===== src/rtl/wdog_pkg.sv =====
package wdog_pkg;
  // Number of divider stages in the prescale chain
  localparam int unsigned STAGES = 3;

  // Register write strobes seen by the control block
  typedef struct packed {
    logic en;
    logic arm;
    logic start;
    logic rld;
    logic stat;
  } wdog_wr_t;
endpackage


===== src/rtl/wdog_div_stage.sv =====
module wdog_div_stage #(
  parameter int unsigned DIV = 12
) (
  input  logic clk,
  input  logic rst,
  input  logic clr,
  input  logic adv,
  output logic carry
);
  localparam int unsigned W = (DIV > 2) ? $clog2(DIV) : 1;
  localparam logic [W-1:0] LAST = W'(DIV - 1);

  logic [W-1:0] cnt_q;

  assign carry = adv && (cnt_q == LAST);

  always_ff @(posedge clk) begin
    if (rst || clr) begin
      cnt_q <= '0;
    end else if (adv) begin
      cnt_q <= carry ? '0 : cnt_q + W'(1);
    end
  end
endmodule


===== src/rtl/wdog_prescaler.sv =====
module wdog_prescaler #(
  parameter int unsigned DIV_A = 12,
  parameter int unsigned DIV_B = 2,
  parameter int unsigned DIV_C = 16
) (
  input  logic clk,
  input  logic rst,
  input  logic clr,
  input  logic run,
  input  logic sel,
  output logic tick
);
  import wdog_pkg::*;

  localparam int unsigned DIV_LIST [STAGES] = '{DIV_A, DIV_B, DIV_C};

  logic [STAGES-1:0] carry;
  logic [STAGES-1:0] adv;

  for (genvar g = 0; g < STAGES; g++) begin : g_stage
    if (g == 0) begin : g_first
      assign adv[g] = run;
    end else begin : g_next
      assign adv[g] = carry[g-1];
    end
    wdog_div_stage #(.DIV(DIV_LIST[g])) u_div (
      .clk  (clk),
      .rst  (rst),
      .clr  (clr),
      .adv  (adv[g]),
      .carry(carry[g])
    );
  end

  // Short range stops after stage B, long range after stage C
  assign tick = sel ? carry[STAGES-1] : carry[STAGES-2];
endmodule


===== src/rtl/wdog_arm_seq.sv =====
module wdog_arm_seq (
  input  logic clk,
  input  logic rst,
  input  logic arm_set,
  input  logic start_set,
  input  logic other_wr,
  output logic refresh
);
  logic armed_q;

  assign refresh = armed_q && start_set;

  always_ff @(posedge clk) begin
    if (rst) begin
      armed_q <= 1'b0;
    end else if (arm_set) begin
      armed_q <= 1'b1;
    end else if (start_set || other_wr) begin
      armed_q <= 1'b0;
    end
  end
endmodule


===== src/rtl/wdog_counter.sv =====
module wdog_counter #(
  parameter int unsigned LO_W = 8,
  parameter int unsigned HI_W = 7
) (
  input  logic            clk,
  input  logic            rst,
  input  logic            tick,
  input  logic            refresh,
  input  logic [HI_W-1:0] rel_hi,
  output logic            ovf
);
  localparam int unsigned CW = LO_W + HI_W;

  logic [CW-1:0] cnt_q;

  assign ovf = tick && !refresh && (&cnt_q);

  always_ff @(posedge clk) begin
    if (rst) begin
      cnt_q <= '0;
    end else if (refresh || ovf) begin
      cnt_q <= {rel_hi, {LO_W{1'b0}}};
    end else if (tick) begin
      cnt_q <= cnt_q + CW'(1);
    end
  end
endmodule


===== src/rtl/wdog_timer.sv =====
module wdog_timer #(
  parameter int unsigned LO_W  = 8,
  parameter int unsigned HI_W  = 7,
  parameter int unsigned DIV_A = 12,
  parameter int unsigned DIV_B = 2,
  parameter int unsigned DIV_C = 16
) (
  input  logic          clk,
  input  logic          rst,
  input  logic          en_wr,
  input  logic          en_wdata,
  input  logic          arm_wr,
  input  logic          start_wr,
  input  logic          rld_wr,
  input  logic [HI_W:0] rld_wdata,
  input  logic          stat_wr,
  input  logic          stat_wdata,
  output logic          rst_req,
  output logic          stat_flag
);
  import wdog_pkg::*;

  wdog_wr_t        wr;
  logic            en_q;
  logic            sel_q;
  logic [HI_W-1:0] rel_q;
  logic            req_q;
  logic            stat_q;
  logic            en_rise;
  logic            tick;
  logic            refresh_hit;
  logic            ovf;

  assign wr = '{en: en_wr, arm: arm_wr, start: start_wr, rld: rld_wr, stat: stat_wr};
  assign en_rise = wr.en && en_wdata && !en_q;

  always_ff @(posedge clk) begin
    if (rst) begin
      en_q  <= 1'b0;
      sel_q <= 1'b0;
      rel_q <= '0;
    end else begin
      if (wr.en) en_q <= en_wdata;
      if (wr.rld) begin
        sel_q <= rld_wdata[HI_W];
        rel_q <= rld_wdata[HI_W-1:0];
      end
    end
  end

  wdog_prescaler #(.DIV_A(DIV_A), .DIV_B(DIV_B), .DIV_C(DIV_C)) u_pre (
    .clk (clk),
    .rst (rst),
    .clr (en_rise),
    .run (en_q),
    .sel (sel_q),
    .tick(tick)
  );

  wdog_arm_seq u_seq (
    .clk      (clk),
    .rst      (rst),
    .arm_set  (wr.arm),
    .start_set(wr.start),
    .other_wr (wr.en || wr.rld || wr.stat),
    .refresh  (refresh_hit)
  );

  wdog_counter #(.LO_W(LO_W), .HI_W(HI_W)) u_cnt (
    .clk    (clk),
    .rst    (rst),
    .tick   (tick),
    .refresh(refresh_hit),
    .rel_hi (rel_q),
    .ovf    (ovf)
  );

  always_ff @(posedge clk) begin
    if (rst) begin
      req_q  <= 1'b0;
      stat_q <= 1'b0;
    end else begin
      req_q <= ovf;
      if (ovf) begin
        stat_q <= 1'b1;
      end else if (wr.stat && !stat_wdata) begin
        stat_q <= 1'b0;
      end
    end
  end

  assign rst_req   = req_q;
  assign stat_flag = stat_q;
endmodule


===== config.mk =====
export PLATFORM = sky130hd
export DESIGN_NAME = wdog_timer
export DESIGN_NICKNAME = d
export VERILOG_FILES = /design/src/rtl/wdog_pkg.sv /design/src/rtl/wdog_div_stage.sv /design/src/rtl/wdog_prescaler.sv /design/src/rtl/wdog_arm_seq.sv /design/src/rtl/wdog_counter.sv /design/src/rtl/wdog_timer.sv
export SDC_FILE = /design/constraint.sdc
export NUM_CORES = 1
export LEC_CHECK = 0
export ABC_CLOCK_PERIOD_IN_PS = 1950
export BUFFER_PORTS_ARGS = -buffer_cell sky130_fd_sc_hd__buf_2
export CORE_MARGIN = 2
export CORE_UTILIZATION = 57
export DETAILED_ROUTE_END_ITERATION = 12
export PLACE_DENSITY = 0.82
export RECOVER_POWER = 50
export SYNTH_ARGS = -nofsm -noshare
export SYNTH_HDL_FRONTEND = slang
export SYNTH_SLANG_ARGS = --single-unit

===== constraint.sdc =====
create_clock -name clk -period 1.95 [get_ports clk]
set_input_delay 0.2925 -clock clk [delete_from_list [all_inputs] [get_ports clk]]
set_output_delay 0.2925 -clock clk [all_outputs]
set_load 0.01 [all_outputs]

==> flow_metrics.tcl <==
set metrics [dict create \
    outcome "finished, final reports clean" \
    drc_errors 0 \
    yosys.area_share.simple 0.243 \
    core_area_um2 2980 \
    worst_hold_slack_ns 0.156 \
    max_ir_drop_vdd_mv 0.496 \
    ant_nets 0 \
    yosysSeqAreaShare 0.415 \
    critical_path.cell_chain "ha_1 -> nand3_2 -> a211oi_4 -> buf_4 -> nand4_1 -> xor2_1 -> a211oi_2" \
    worst_path_dominant_cell_family "compound AO/OA/AOI/OAI gates" \
    netlist_top_cells_area "dfxtp_1 (42%), mux2i_1 (7.5%), nor2_1 (6.5%)" \
    netlist.area_leader.share 0.415 \
    die_area_um2 3500 \
    globalRoute.totalOverflow 0 \
    cpMaxStageDelayCell "dfxtp_1" \
    tightest_slew_margin_relative_to_the_limit 0.555 \
    clk_pin_slew_ns 0.11 \
    post_route_cells_drive_above_1_share 0.255 \
    drt_first_pass_iters 4 \
    synth_top_cells_by_count "dfxtp_1 (36), nor2_1 (30), mux2i_1 (13)" \
    first_global_vias 1375 \
    finalSetupViolCount 0 \
    n_antenna_cell 0 \
    worstSkewPairLatency_ns 0.34 \
    leakage_nw 0.818 \
    finalCritPeriodShare 0.956 \
    grt_first_pass_wirelength_mm 6.00 \
    cts_tree "yes" \
    floorplan.die.height_um 59.2 \
    die-width_um 59.2 \
    dp_cells 234 \
    synth-xor-area-share 0.0750 \
    design_area_um2 1970 \
    clock_sinks 36 \
    crit_path_start "u_pre.g_stage[2].u_div.cnt_q[0]$_SDFFE_PP0P_" \
    instances_no_fill 245 \
    finalClockSkew_ns 0.00792 \
    worstMarginPinSlew_ns 0.667 \
    hp-class "primary input to flip-flop" \
    num-nets-final 232 \
    max-clock-path-buffers 2 \
    starting_density 0.583 \
    clock_power_share 0.343 \
    yosys.cell_count.top_type "dfxtp_1" \
    largest_area_contributor_in_the_netlist "dfxtp_1" \
    min_from "arm_wr" \
    r2r_start "u_pre.g_stage[2].u_div.cnt_q[0]$_SDFFE_PP0P_" \
    dp_hpwl_mm 2.51 \
    power.density_nw_per_um2 661 \
    floorplan.rows 20 \
    grt_antenna_before_repair 0 \
    postSynthRegisterBits 36 \
    area_growth_pct 13.8 \
    required_ns 2.23 \
    portion_of_total_power_attributed_to_sequential_cells 0.592 \
    critPathLaunchType "flip-flop" \
    worstPathArrival_ns 2.14 \
    sw_frac 0.237 \
    mappedNetlistArea_um2 1740 \
    detailroute.via_count 1417 \
    synth_top_flop_cell "dfxtp_1" \
    critical_path_class "flip-flop to flip-flop" \
    setup_ws_ns 0.0856 \
    power.net_switching_mw 0.309 \
    synth-edff-count 0 \
    crit_path_buf_inv_count 1 \
    drt_first_iter_violations 50 \
    routability_congestion 0.855 \
    preCtsSetupSlack_ns 0.0296 \
    cts-htree-levels 2 \
    setup_tns_ns 0 \
    clockRootBuffer "clkbuf_4" \
    synth_cell_types 43 \
    yosys_warnings 0 \
    yosys-mux-area-fraction 0.0815 \
    dominant_combinational_cell_family_by_area_after_synthesis "simple AND/OR/NAND/NOR gates" \
    mappedNetlistNets 202 \
    largest_driver_fanout_on_the_critical_path 5 \
    synth-adder-area-share 0.0216 \
    final_max_slew_viol_count 0 \
    synthArstFlopShare 0 \
    internal_power_mw 0.997 \
    worst_setup_path_end_kind "flip-flop" \
    hold_violations 0 \
    pin_count_of_the_biggest_net_entering_global_routing 21 \
    synth_compound_gate_area_share 0.136 \
    cts_made_buffers 5 \
    io_pins 19 \
    cap_viol_max_count 0 \
    fillerInstances 223 \
    avgSynthCellArea_um2 9.54 \
    routed_wire_length_per_instance_um 14.6 \
    place_area_um2 1880 \
    wl_mm 3.58 \
    share_comb_of_total_power 0.065 \
    route.detailed.vias_per_inst 5.78 \
    period_minus_slack_ns 1.86 \
    number_of_port_buffers 18 \
    postSynthCellCount 182 \
    grt.total_usage 0.229 \
    clock.fmax_mhz 536 \
    cp_max_stage_delay_ns 0.40 \
]
cell usage in the layout (no fill, tap or decap), types with 2 or more instances in the layout:
cell type / instances
nand3_2: 2
clkbuf_1: 3
and3_1: 4
nand2_1: 10
a21oi_1: 7
clkbuf_8: 2
buf_2: 16
a211oi_2: 3
xor2_1: 10
nand4_1: 9
nand3_1: 7
clkbuf_4: 5
a21o_1: 2
nor2_1: 30
buf_4: 10
dfxtp_1: 35
a211oi_1: 2
xnor2_1: 3
inv_1: 3
mux2i_1: 13
nor2_2: 4
a211oi_4: 2
nor3_1: 2
o21ai_0: 4
ha_1: 2
path summary, 6_finish.rpt:
path / end / depth (start not counted) / slack, ns
worst max-delay path: u_cnt.cnt_q[8]$_SDFFE_PP0P_ / 7 / 0.09
worst min-delay path: u_seq.armed_q$_SDFFE_PP0P_ / 3 / 0.16
worst max register to register: u_cnt.cnt_q[8]$_SDFFE_PP0P_ / 7 / 0.09
worst min register to register: u_cnt.cnt_q[9]$_SDFFE_PP0P_ / 1 / 0.47
per-stage QoR:
step	util	power [mW]
2_1_floorplan	-	0.842
3_3_place_gp	0.632	0.868
3_5_place_dp	0.632	0.874
4_1_cts	0.654	1.31
5_1_grt	0.663	1.35
6_report	0.663	1.31
logic make-up (layout without fill, tap and decap cells):
logic type / count (synthesis) / count (layout)
DFF: 36 / 36
AOI/OAI and AO/OA: 29 / 29
and+or+nand+nor: 77 / 77
buffers and inverters: 9 / 39
xor gates and xnor gates: 14 / 14
adders and majority gates: 3 / 3
muxes: 14 / 14
metal layers:
metal / track usage / vias up / wire length (µm)
met5: 0 / - / 0
met2: 0.376 / 30 / 1770
li1: - / 703 / -
met3: 0.0655 / 7 / 133
met4: 0.0909 / 0 / 60
met1: 0.282 / 677 / 1620
power groups by stage:
stage               clock network [mW]  logic, mW  registers [mW]
global placement                     0     0.0808           0.788
detailed placement                   0     0.0854           0.788
CTS                              0.452     0.0858           0.772
finish                           0.448     0.0844           0.773
floorplan                            0     0.0584           0.783
global route                     0.484     0.0947           0.775
flip-flops by register name, indices dropped and copies added (netlist names):
| signal | cells |
|---|---|
| en_q | 1 |
| stat_flag | 1 |
| u_cnt.cnt_q | 15 |
| u_seq.armed_q | 1 |
| sel_q | 1 |
| rel_q | 7 |
| rst_req | 1 |
| u_pre.g_stage.u_div.cnt_q | 9 |
area by class of cell:
cell class	instances	area, µm²	area share
inverter	3	11.3	0.00570
clock buffer	7	65.1	0.0330
sequential	36	722	0.366
multi-input combinational	137	968	0.490
tap	33	41.3	0.0209
timing repair buffer	29	166	0.0843
worst reg2reg max path, stage by stage (launching register included):
cell and delay (ns):
dfxtp_1 0.40, ha_1 0.24, nand3_2 0.17, a211oi_4 0.31, buf_4 0.19, nand4_1 0.11
xor2_1 0.18, a211oi_2 0.21
repair_timing:
item / CTS / global route
buffers inserted: 0 / 4
setup endpoints to repair: 0 / 16
gates resized for setup: 0 / 2
hold buffers: 0 / 0
Note: power is estimated with default switching activity, not from simulation.
